**src/rtl/flit_link_pkg.sv**
```systemverilog
package flit_link_pkg;
  localparam int KIND_W = 3;
  localparam logic [KIND_W-1:0] K_HEAD = 3'd1;
  localparam logic [KIND_W-1:0] K_BODY = 3'd2;
  localparam logic [KIND_W-1:0] K_TAIL = 3'd3;
endpackage

```
**src/rtl/flit_credit_ctr.sv**
```systemverilog
module flit_credit_ctr #(
  parameter int MAX = 8,
  localparam int CW = $clog2(MAX + 1)
) (
  input  logic          clk,
  input  logic          rst_n,
  input  logic          dec,
  input  logic          inc,
  output logic [CW-1:0] cnt,
  output logic          avail
);
  localparam logic [CW-1:0] FULL = CW'(MAX);

  always_ff @(posedge clk or negedge rst_n) begin
    if (!rst_n) begin
      cnt <= FULL;
    end else begin
      case ({dec, inc})
        2'b10:   cnt <= cnt - 1'b1;
        2'b01:   if (cnt != FULL) cnt <= cnt + 1'b1;
        default: cnt <= cnt;
      endcase
    end
  end

  assign avail = (cnt != '0);
endmodule

```
**src/rtl/flit_pkt_ctl.sv**
```systemverilog
module flit_pkt_ctl
  import flit_link_pkg::*;
(
  input  logic              clk,
  input  logic              rst_n,
  input  logic              src_valid,
  input  logic [KIND_W-1:0] src_kind,
  input  logic              credit_ok,
  output logic              src_ready,
  output logic              send,
  output logic              pkt_open
);
  logic sendable;

  // A packet may only open on a header and only body/trailer continue it.
  always_comb begin
    if (pkt_open) sendable = (src_kind == K_BODY) || (src_kind == K_TAIL);
    else          sendable = (src_kind == K_HEAD);
  end

  assign src_ready = !sendable || credit_ok;
  assign send      = src_valid && sendable && credit_ok;

  always_ff @(posedge clk or negedge rst_n) begin
    if (!rst_n) begin
      pkt_open <= 1'b0;
    end else if (send) begin
      if (src_kind == K_HEAD)      pkt_open <= 1'b1;
      else if (src_kind == K_TAIL) pkt_open <= 1'b0;
    end
  end
endmodule

```
**src/rtl/flit_framer.sv**
```systemverilog
module flit_framer
  import flit_link_pkg::*;
#(
  parameter int WORD_W = 32,
  localparam int FLIT_W = WORD_W + KIND_W + 1
) (
  input  logic              clk,
  input  logic              rst_n,
  input  logic              send,
  input  logic [KIND_W-1:0] kind,
  input  logic [WORD_W-1:0] word,
  output logic [FLIT_W-1:0] flit,
  output logic              vld,
  output logic              last
);
  logic [WORD_W-1:0]        xsum;
  logic [WORD_W-1:0]        field;
  logic [WORD_W+KIND_W-1:0] body_bits;

  assign field     = (kind == K_TAIL) ? xsum : word;
  assign body_bits = {kind, field};

  always_ff @(posedge clk or negedge rst_n) begin
    if (!rst_n) begin
      flit <= '0;
      vld  <= 1'b0;
      last <= 1'b0;
      xsum <= '0;
    end else begin
      vld  <= send;
      last <= send && (kind == K_TAIL);
      if (send) begin
        flit <= {^body_bits, body_bits};
        if (kind == K_BODY) xsum <= xsum ^ word;
        else                xsum <= '0;
      end
    end
  end
endmodule

```
**src/rtl/flit_link_tx.sv**
```systemverilog
module flit_link_tx
  import flit_link_pkg::*;
#(
  parameter int WORD_W     = 32,
  parameter int CREDIT_MAX = 8,
  localparam int FLIT_W    = WORD_W + KIND_W + 1,
  localparam int CW        = $clog2(CREDIT_MAX + 1)
) (
  input  logic              clk,
  input  logic              rst_n,
  input  logic              src_valid,
  output logic              src_ready,
  input  logic [KIND_W-1:0] src_kind,
  input  logic [WORD_W-1:0] src_word,
  output logic [FLIT_W-1:0] lnk_flit,
  output logic              lnk_vld,
  output logic              lnk_last,
  input  logic              lnk_credit
);
  logic [CW-1:0] credit_cnt;
  logic          credit_ok;
  logic          send_fire;
  logic          pkt_open;

  flit_pkt_ctl u_ctl (
    .clk       (clk),
    .rst_n     (rst_n),
    .src_valid (src_valid),
    .src_kind  (src_kind),
    .credit_ok (credit_ok),
    .src_ready (src_ready),
    .send      (send_fire),
    .pkt_open  (pkt_open)
  );

  flit_credit_ctr #(.MAX(CREDIT_MAX)) u_crd (
    .clk   (clk),
    .rst_n (rst_n),
    .dec   (send_fire),
    .inc   (lnk_credit),
    .cnt   (credit_cnt),
    .avail (credit_ok)
  );

  flit_framer #(.WORD_W(WORD_W)) u_frm (
    .clk   (clk),
    .rst_n (rst_n),
    .send  (send_fire),
    .kind  (src_kind),
    .word  (src_word),
    .flit  (lnk_flit),
    .vld   (lnk_vld),
    .last  (lnk_last)
  );
endmodule

```
**config.mk**
```make
export PLATFORM = sky130hd
export DESIGN_NAME = flit_link_tx
export DESIGN_NICKNAME = d
export VERILOG_FILES = /design/src/rtl/flit_link_pkg.sv /design/src/rtl/flit_credit_ctr.sv /design/src/rtl/flit_pkt_ctl.sv /design/src/rtl/flit_framer.sv /design/src/rtl/flit_link_tx.sv
export SDC_FILE = /design/constraint.sdc
export NUM_CORES = 1
export LEC_CHECK = 0
export BUFFER_PORTS_ARGS = -buffer_cell sky130_fd_sc_hd__buf_2
export CAP_MARGIN = 10
export CORE_AREA = 3 3 96 98
export CTS_CLUSTER_DIAMETER = 30
export DETAILED_ROUTE_END_ITERATION = 8
export DIE_AREA = 0 0 99 101
export PLACE_DENSITY_LB_ADDON = 0.2
export SYNTH_ARGS = -nofsm -noshare
export SYNTH_HDL_FRONTEND = slang
export SYNTH_SLANG_ARGS = --single-unit
```
**constraint.sdc**
```tcl
create_clock -name clk -period 3 [get_ports clk]
set_input_delay 0.6 -clock clk [delete_from_list [all_inputs] [get_ports clk]]
set_output_delay 0.6 -clock clk [all_outputs]
set_load 0.005 [all_outputs]
```
==> reports/qor.yml <==
outcome:
  outcome: "complete, no violations"
power:
  p_total_mw: 4.09
  peakVddDrop_v: 0.000374
  p_leak_nw: 2.32
  power_density_nw_per_um2: 845
drt:
  routed_wl_um: 9370
  drc: 0
  first_iter_violations: 116
  via_per_inst: 5.14
  ant_nets: 0
  vias: 3200
  first_pass_iters: 4
  routedWlPerCell_um: 15.1
clock_tree:
  cts_hold_buffers: 0
  clockRootBuffer: "clkbuf_8"
  cts_made_buffers: 9
  cts_resized: 0
  clkTransAtPathRegs_ps: 90
  cts_setup_buffers: 0
  cts_tree: "yes"
  clk_latency_ps: 360
  cts_max_level: 3
  clock-sinks: 75
  cts_buffer_depth: 2
die:
  fp-row-count: 34
  start_util: 0.487
  coreArea_um2: 8550
  die_y_um: 101
  io_pins: 78
  fp.dieW_um: 99
  dieArea_um2: 10000
final_layout:
  final_layout_size_suffix_gt1_frac: 0.214
  utilization: 0.566
  mostFrequentLayoutCell: "buf_2"
  layout_common_cells: "buf_2, dfrtp_1, o21ai_0"
  fin_area_um2: 4840
  fin_nets: 554
  syn_to_final_growth_pct: 16.4
  n_fill_cell: 772
  diodes: 0
placement:
  dp_hpwl_um: 6220
  gp_congestion: 0.825
  placed_cell_area_um2: 4660
  io_buffers: 77
critical_path:
  cp_data_arrival_time_ps: 2850
  ff2ff_path_depth: 9
  worst_ep_required_time_ps: 3280
  critical_path.top_delay_family: "simple AND/OR/NAND/NOR gates"
  critPathMostFrequentCell: "a21o_1"
  crit_chain: "nor4_1 -> nand2b_4 -> nand2_4 -> ha_4 -> a21o_1 -> a21o_1 -> or2_2 -> o31a_1 -> o211ai_1"
  crit_path_start_kind: "flop"
  endpoint_kind: "flop"
  crit_type: "flop to flop"
  critPathLaunch: "u_crd.cnt[1]"
  crit_buf_inv: 0
  timing.rr.start: "u_crd.cnt[1]"
  reg2reg_slack_ps: 430
  critPathSlowestCell: "dfrtp_1"
  cpPeakStageDelay_ps: 480
  r2r-end: "u_crd.cnt[3]"
  path_max_fanout: 6
timing:
  hold_violations: 0
  fmax_ghz: 0.390
  slew_headroom: 0.341
  setup-tns-final_ps: 0
  rsz0062_at_grt: "false"
  worst_pin_slew_ps: 988
  min_period_ps: 2570
  finalCritPeriodShare: 0.856
  report.final.slew_viol_count: 0
  skew_ps: 12.0
  setup_viol: 0
synthesis:
  synth_edf_count: 0
  ys_warn_count: 0
  syn_area_per_cell_um2: 9.48
  yosysSeqAreaShare: 0.451
  syn_inst: 439
  async_flop_share: 1.00
  syn-cell-area_um2: 4160
  synth_top_flop_cell: "dfrtp_1"
  ys_ff_latch: 75
  yosysUniqueCellTypes: 32
  synth_fp_nets: 484
grt:
  track_usage: 0.197
  grt-ovfl-total: 0
  first_global_vias: 3143
  grt_max_degree: 107
  antenna_found_initial: 0
  grt_pass1_wl_um: 15700
hold_path:
  hold_class: "primary input to async pin"
job:
  drv_cap: 0
state kept, by name (all words and copies together), names as in the netlist:
| name | count |
|---|---|
| u_frm.last | 1 |
| u_crd.cnt | 4 |
| u_frm.vld | 1 |
| u_frm.xsum | 32 |
| u_ctl.pkt_open | 1 |
| u_frm.flit | 36 |
cells in the mapped netlist, drive strengths merged (3+ instances only):
library cell	count	area, µm²
xnor2	51	447
nor2	4	15.0
ha	5	62.6
xor2	8	70.1
buf	12	65.1
and2	3	18.8
o21ai	102	510
mux2i	37	370
clkbuf	13	48.8
nand2	72	270
dfrtp	74	1850
nor2b	34	213
inv	4	15.0
power by group:
group          switching, mW  internal, mW
clock network          0.390         0.383
registers              0.316          1.42
logic                  0.752         0.834
layer usage:
metal,GRT usage,vias to the layer above,wire (µm)
met4,0.0693,0,128
met5,0,-,0
li1,-,1613,-
met3,0.0429,12,395
met2,0.314,56,4410
met1,0.268,1519,4440
metrics by stage:
step           std cells  hold slack [ps]  setup slack, ps
6_report             622              400              433
3_5_place_dp         606              466             98.3
3_3_place_gp         606              453              197
5_1_grt              622              465              269
2_1_floorplan        439              304             18.8
4_1_cts              622              432              430
cells by family (layout without fill, tap and decap cells):
family | after synthesis | after routing | synth area share
AND/OR/NAND/NOR | 120 | 120 | 0.134
AO/OA/AOI/OAI | 110 | 110 | 0.140
flip-flops | 75 | 75 | 0.451
multiplexers | 39 | 39 | 0.0944
adder cells (fa/ha/maj) | 6 | 6 | 0.0198
XOR/XNOR | 60 | 60 | 0.130
buffers and inverters | 29 | 104 | 0.0310
area by class of cell:
class | count | area (µm²) | area share
Clock buffer | 11 | 131 | 0.0271
Sequential cell | 75 | 1880 | 0.388
Tap cell | 108 | 135 | 0.0279
Clock inverter | 5 | 53.8 | 0.0111
Timing Repair Buffer | 84 | 440 | 0.0909
Multi-Input combinational cell | 335 | 2190 | 0.452
Inverter | 4 | 15.0 | 0.00310
worst max path at each step:
stage	slack, ps	cells after the start	end
2_1_floorplan	20	16	u_crd.cnt[3]
3_3_place_gp	200	14	u_crd.cnt[3]
3_5_place_dp	100	14	u_crd.cnt[3]
4_1_cts	430	9	u_crd.cnt[3]
5_1_grt	270	14	u_crd.cnt[3]
6_report	430	9	u_crd.cnt[3]
No activity file was read; power rests on OpenSTA's default activity.
